==> src/rtl/bus_pause_pkg.sv <==
package bus_pause_pkg;
   localparam int MAX_SYNC = 4;

   typedef struct packed {
      logic cs_n;
      logic sclk;
      logic si;
      logic hold_n;
   } pins_t;

   localparam int PIN_W = $bits(pins_t);
   localparam pins_t PINS_IDLE = '{cs_n: 1'b1, sclk: 1'b0, si: 1'b0, hold_n: 1'b1};
endpackage

==> src/rtl/pin_sync.sv <==
module pin_sync #(
   parameter int            W       = 4,
   parameter int            STAGES  = 2,
   parameter logic [W-1:0]  RST_VAL = '0
) (
   input  logic         clk,
   input  logic         rst_n,
   input  logic [W-1:0] d,
   output logic [W-1:0] q
);
   initial begin
      if (STAGES < 0 || STAGES > bus_pause_pkg::MAX_SYNC)
         $error("pin_sync: STAGES out of range");
   end

   generate
      if (STAGES == 0) begin : g_bypass
         assign q = d;
      end else begin : g_chain
         logic [W-1:0] stg [STAGES];
         always_ff @(posedge clk or negedge rst_n) begin
            if (!rst_n) begin
               for (int i = 0; i < STAGES; i++) stg[i] <= RST_VAL;
            end else begin
               stg[0] <= d;
               for (int i = 1; i < STAGES; i++) stg[i] <= stg[i-1];
            end
         end
         assign q = stg[STAGES-1];
      end
   endgenerate
endmodule

==> src/rtl/pause_fsm.sv <==
module pause_fsm (
   input  logic clk,
   input  logic rst_n,
   input  logic cs_s,
   input  logic sclk_s,
   input  logic hold_s,
   output logic paused,
   output logic locked,
   output logic active,
   output logic ifc_rst
);
   always_ff @(posedge clk or negedge rst_n) begin
      if (!rst_n) begin
         paused  <= 1'b0;
         locked  <= 1'b0;
         ifc_rst <= 1'b1;
      end else begin
         ifc_rst <= cs_s;
         if (cs_s) begin
            paused <= 1'b0;
            locked <= hold_s ? 1'b0 : (locked | paused);
         end else if (!sclk_s && !locked) begin
            paused <= !hold_s;
         end
      end
   end

   assign active = !cs_s && !paused && !locked;


   pause_entry_chk: assert property (@(posedge clk) disable iff (!rst_n)
      $rose(paused) |-> $past(!sclk_s && !cs_s));

   pause_exit_chk: assert property (@(posedge clk) disable iff (!rst_n)
      ($fell(paused) && !$past(cs_s)) |-> $past(!sclk_s && hold_s));

   deselect_rst_chk: assert property (@(posedge clk) disable iff (!rst_n)
      cs_s |=> ifc_rst);

   lock_hold_chk: assert property (@(posedge clk) disable iff (!rst_n)
      (locked && !cs_s) |=> locked);
endmodule

==> src/rtl/shift_path.sv <==
module shift_path (
   input  logic clk,
   input  logic rst_n,
   input  logic sclk_s,
   input  logic si_s,
   input  logic active,
   input  logic paused,
   input  logic tx_bit,
   input  logic tx_drive,
   output logic shift_en,
   output logic rx_bit,
   output logic so_o,
   output logic so_oe
);
   logic sclk_d;
   logic rise, fall;

   assign rise = sclk_s && !sclk_d;
   assign fall = !sclk_s && sclk_d;

   always_ff @(posedge clk or negedge rst_n) begin
      if (!rst_n) begin
         sclk_d   <= 1'b0;
         shift_en <= 1'b0;
         rx_bit   <= 1'b0;
         so_o     <= 1'b0;
      end else begin
         sclk_d   <= sclk_s;
         shift_en <= rise && active;
         if (rise && active) rx_bit <= si_s;
         if (fall && active) so_o <= tx_bit;
      end
   end

   assign so_oe = active && tx_drive;


   no_strobe_in_pause_chk: assert property (@(posedge clk) disable iff (!rst_n)
      paused |=> !shift_en);

   no_drive_in_pause_chk: assert property (@(posedge clk) disable iff (!rst_n)
      paused |-> !so_oe);

   so_frozen_chk: assert property (@(posedge clk) disable iff (!rst_n)
      (paused && $past(paused)) |-> $stable(so_o));
endmodule

==> src/rtl/bus_pause_ctrl.sv <==
module bus_pause_ctrl #(
   parameter int SYNC_STAGES = 2
) (
   input  logic clk,
   input  logic rst_n,
   input  logic cs_n,
   input  logic sclk,
   input  logic si,
   input  logic hold_n,
   input  logic tx_bit,
   input  logic tx_drive,
   input  logic busy_i,
   output logic so_o,
   output logic so_oe,
   output logic shift_en,
   output logic rx_bit,
   output logic ifc_rst,
   output logic busy_o
);
   import bus_pause_pkg::*;

   pins_t raw_pins, s_pins;
   logic  paused, locked, active;

   assign raw_pins = '{cs_n: cs_n, sclk: sclk, si: si, hold_n: hold_n};

   pin_sync #(.W(PIN_W), .STAGES(SYNC_STAGES), .RST_VAL(PINS_IDLE)) u_sync (
      .clk(clk), .rst_n(rst_n), .d(raw_pins), .q(s_pins)
   );

   pause_fsm u_fsm (
      .clk(clk), .rst_n(rst_n), .cs_s(s_pins.cs_n), .sclk_s(s_pins.sclk),
      .hold_s(s_pins.hold_n), .paused(paused), .locked(locked),
      .active(active), .ifc_rst(ifc_rst)
   );

   shift_path u_path (
      .clk(clk), .rst_n(rst_n), .sclk_s(s_pins.sclk), .si_s(s_pins.si),
      .active(active), .paused(paused), .tx_bit(tx_bit), .tx_drive(tx_drive),
      .shift_en(shift_en), .rx_bit(rx_bit), .so_o(so_o), .so_oe(so_oe)
   );

   assign busy_o = busy_i;


   locked_quiet_chk: assert property (@(posedge clk) disable iff (!rst_n)
      locked |=> !shift_en);

   busy_pass_chk: assert property (@(posedge clk) disable iff (!rst_n)
      (paused && busy_i) |-> busy_o);
endmodule

==> config.mk <==
export PLATFORM = sky130hd
export DESIGN_NAME = bus_pause_ctrl
export DESIGN_NICKNAME = d
export VERILOG_FILES = /design/src/rtl/bus_pause_pkg.sv /design/src/rtl/pin_sync.sv /design/src/rtl/pause_fsm.sv /design/src/rtl/shift_path.sv /design/src/rtl/bus_pause_ctrl.sv
export SDC_FILE = /design/constraint.sdc
export NUM_CORES = 1
export LEC_CHECK = 0
export BUFFER_PORTS_ARGS = -buffer_cell sky130_fd_sc_hd__buf_2
export CAP_MARGIN = 20
export CELL_PAD_IN_SITES_DETAIL_PLACEMENT = 0
export CELL_PAD_IN_SITES_GLOBAL_PLACEMENT = 1
export CORE_MARGIN = 5
export CORE_UTILIZATION = 37
export CTS_CLUSTER_SIZE = 25
export DETAILED_ROUTE_END_ITERATION = 16
export GPL_TIMING_DRIVEN = 1
export HOLD_SLACK_MARGIN = 0.15
export PLACE_DENSITY = 0.73
export SLEW_MARGIN = 20
export SYNTH_ARGS = -nofsm -noshare
export SYNTH_HDL_FRONTEND = slang
export SYNTH_HIERARCHICAL = 1
export SYNTH_SLANG_ARGS = --single-unit
==> constraint.sdc <==
create_clock -name clk -period 1.7 [get_ports clk]
set_clock_uncertainty 0.1 [all_clocks]
set_input_delay 0.17 -clock clk [delete_from_list [all_inputs] [get_ports clk]]
set_output_delay 0.17 -clock clk [all_outputs]
set_load 0.05 [all_outputs]
Word-level counts from Yosys, hierarchy flattened --
Index checks and enable logic that the tools add are counted.
Word-level totals: input bits 9, register bits 15, output and inout port bits 6
Operators by class: bitwise gates (word level) 1, muxes and demuxes 3, reductions and logical operators 15
Operator list (count):
- logical AND 1 bit | 8
- logical NOT 1 bit | 6
- two-way mux 1 bit | 3
- nonzero test 2 bit | 1
- bitwise OR 1 bit | 1

Depth between registers and ports, before layout --
depth after elaboration 4, mapped depth 4, gate-level depth less buffers 3

By module --
Netlist, hierarchy kept.
By module, submodules not included:
- pin_sync | area each 235.2 um^2, times used 1, cells an instance 12
- shift_path | area each 148.9 um^2, times used 1, cells an instance 9
- pause_fsm | area each 107.6 um^2, times used 1, cells an instance 9
- bus_pause_ctrl | area each 7.5 um^2, times used 1, cells an instance 1

Least setup slack after synthesis --
OpenSTA, ideal clock, no wires.
kind register -> register, from reg u_sync.g_chain.stg, in the netlist u_sync/q[3], to reg u_path.rx_bit, data arrival time 1161 ps, period minus slack after synthesis 1386 ps, path slack 314 ps, cell stages (with the launch flop) 5, cells stage by stage dfstp_2 > buf_4 > nor3_1 > and3b_1 > mux2_4
On the way: cells in the longest elaborated chain, start to end 4
Ends and longest elaborated chain:
- start, declared | line pin_sync.sv:20 | logic [W-1:0] stg [STAGES];
- logical NOT 1 bit | line pause_fsm.sv:28 | assign active = !cs_s && !paused && !locked;
- logical AND 1 bit (2 in a row) | line pause_fsm.sv:28
- net active | line bus_pause_ctrl.sv:23 | logic paused, locked, active;
- logical AND 1 bit | line shift_path.sv:30 | if (rise && active) rx_bit <= si_s;
- end signal, assigned | line shift_path.sv:30
- end, declared | line shift_path.sv:11 | output logic rx_bit,
The timed path passes the listed nets, and every way through them passes these cells. A chain may end at the register's enable or synchronous reset.

Worst setup path after layout --
from reg u_fsm.locked, to out so_oe
On the way: cells in the longest elaborated chain, start to end 3
Ends and longest elaborated chain:
- start, declared | line pause_fsm.sv:8 | output logic locked,
- start signal, assigned | line pause_fsm.sv:21 | locked <= hold_s ? 1'b0 : (locked | paused);
- logical NOT 1 bit | line pause_fsm.sv:28
- logical AND 1 bit | line pause_fsm.sv:28
- net active | line bus_pause_ctrl.sv:23
- logical AND 1 bit | line shift_path.sv:35 | assign so_oe = active && tx_drive;
- end, declared | line bus_pause_ctrl.sv:14 | output logic so_oe,
The timed path passes the listed nets, and every way through them passes these cells.

==> impl_results.md <==
* Run status: completed
* Crit-path max FO at 4
* Req. time, crit path at 1430 ps
* Leakage at 0.2975 nW
* Layout cells sized above 1 at a little under half
* Max_slew headroom at roughly 79%
* Fill cells at about 120
* Vias in the first global route at ~320
* Post-route antenna net violation count at 0
* Max rail drop VDD at around 0.00047 V
* Final-report setup violation count at 0
* Cells after Synth at 31
* Clock Sink Count at 15
* Die Y at 46.73 um
* First-pass GRT wire length at between 1000 and 1500 um
* Reg2reg start: u_fsm/locked
* DIE WIDTH at 46.73 um
* CP arrival at 1310 ps
* DRC Markers at 0
* Max Root-Sink Buffers at 2
* # rows at 13
* R2R Path End: u_path/rx_bit
* Antenna violations before repair at 0
* CTS H-tree lvls at 1
* Synth area leaders: dfrtp_1 (50%), dfstp_2 (26%), buf_4 (7.5%)
* TritonCTS clock tree: yes
* Largest family of logic cells by synthesized area: buffers and inverters
* Vias per cell at roughly 4.5
* MaxCap Viol Count at 0
* Port Buf Inserts at 12
* Synth Area in XOR/XNOR at 0%
* Minimum clock period at roughly 1600 ps
* RSZ-0062 raised after global routing: no
* Mux cell area share after synthesis at between 5 and 6%
* Distinct cells, synth at 12
* R2R depth at 3
* Final Net Count at just under 60
* Final worst-path cycle share at a little over 90%
* Pwr dens at 1161 mW/mm2
* Mapped Avg Cell Area at between 15 and 20 um2
* Hold WC Path Type: primary input to asynchronous set/reset pin
* Clk root buf: clkbuf_4
* Boundary Pins at 15
* N_diodes at 0
* Worst-margin pin slew at 320.6 ps
* Pre-Repair DR Iteration Count at 3
* Core box area at roughly 0.0013 mm2
* Area leader, netlist: dfrtp_1
* Fraction of the mapped netlist area in adder cells at 0%
* DRT Wirelength at around 790 um
* Remaining Overflow, GRT at 0
* Sequential area share after synthesis at about three quarters
* Worst-path clk slew at approximately 80 ps
* Worst setup EP type: output pin
* Post-synthesis register bit count at 15
* FMAX at 631.3 MHz
* Vias at ~280
* Post-synthesis compound-gate area fraction at around 4%
* Setup Fix Bufs, Post-CTS at 0
* Yosys warns at 6
* Initial Utilization at between 30% and 40%
* Die area at about 0.0022 mm2
* Initial drt markers at 1
* Net Count, Synth at 40
* Yosys top cell area share at 50.13%
* Simple-Gate Fraction of Synth Area at 6.767%
* CTS buffer count at 3
* Placer Congestion at 0.6217
* Final Slew Violations at 0
* Pin count of the biggest net entering global routing at 16
* Area of the mapped netlist at 499.2 um2
* Nature of the critical path startpoint: flop
* Critical path class: flop to output pin
* TNS Setup at 0 ps
* Tot GR Track Use at between 8 and 9%
* Clock latency at the later pin of the worst-skew pair at around 270 ps
* Hold Vio Cnt, Final at 0
* Hold WS at around 230 ps
* FF-to-FF setup slack at around 300 ps
* Routed WL per cell at between 10 and 15 um
* Area grow syn2layout at 26.57%
cells in the final DEF, fill, tap and decap left out, drive strengths merged:
master / count
buf: 12
dlygate4sd3: 6
and3b: 1
mux2: 2
nor3: 1
clkbuf: 4
dfstp: 5
dfrtp: 10
nand3b: 1
a21oi: 3
o21ai: 1
or3: 1
and2: 1
timing repair:
item                       CTS  global route
hold buffers                 6             0
hold endpoints to repair    20             0
resized for setup            0             1
setup endpoints to repair    0             1
worst max-delay path, cell delays in order (launching register included):
cell and delay (ps):
dfrtp_1 420, nor3_2 230, and2_1 140, buf_2 250
how the worst max path moves through the flow:
stage / from / to / slack, ps / cells after the start
2_1_floorplan: u_sync/q[3] / u_path/rx_bit / 310 / 4
3_3_place_gp: u_fsm/locked / u_path/rx_bit / 310 / 3
3_5_place_dp: u_fsm/locked / u_path/rx_bit / 210 / 3
4_1_cts: u_fsm/locked / so_oe / 10 / 3
5_1_grt: u_fsm/locked / so_oe / 10 / 3
6_report: u_fsm/locked / so_oe / 120 / 3
Yosys cell counts:
cell,instances
dfrtp_1,10
buf_4,5
dfstp_2,5
a21oi_1,3
and2_1,1
and3b_1,1
mux2_1,1
mux2_4,1
nand3b_1,1
nor3_1,1
o21ai_0,1
or3_1,1
area by class of cell:
cell class	instances	area [um2]	area share, %
Multi-Input combinational cell	11	85.08	13.47
Sequential cell	15	381.6	60.40
Tap cell	15	18.77	2.970
Timing Repair Buffer	18	120.1	19.01
Clock buffer	4	26.28	4.158
layer usage:
layer	routed length (um)	global-route usage, %	vias to the layer above
li1	-	-	133
met1	278	8.395	137
met2	418	15.38	12
met3	93	2.682	0
met4	0	4.972	0
met5	0	0	-
state kept, by name, summed over array words and instances, names as in the netlist:
register and cells:
u_path/rx_bit 1, u_sync/q 4, u_path/shift_en 1, u_sync/g_chain.stg 4, u_fsm/ifc_rst 1, u_fsm/locked 1
u_path/sclk_d 1, u_path/so_o 1, u_fsm/paused 1
stage by stage:
step	cells	worst slack [ps]	cell area [um2]	total power [mW]	utilization, %
after floorplan	31	314.3	499.2	0.5148	-
after global placement	53	307.3	540.5	0.5373	42.06
after detailed placement	53	213.0	540.5	0.5435	42.06
after CTS	63	13.07	626.9	0.7428	48.78
after global routing	63	10.42	631.9	0.7638	49.17
final	63	116.0	631.9	0.7337	49.17
power by group:
group          internal (mW)  switching, mW
Combinational         0.0462         0.0895
Clock                 0.0907         0.0970
Sequential             0.392         0.0179
kinds of logic after synthesis:
family | after synthesis
buffers and inverters | 5
AOI/OAI and AO/OA | 4
DFF | 15
and+or+nand+nor | 5
muxes | 2
Note: power is estimated with default switching activity, not from simulation.
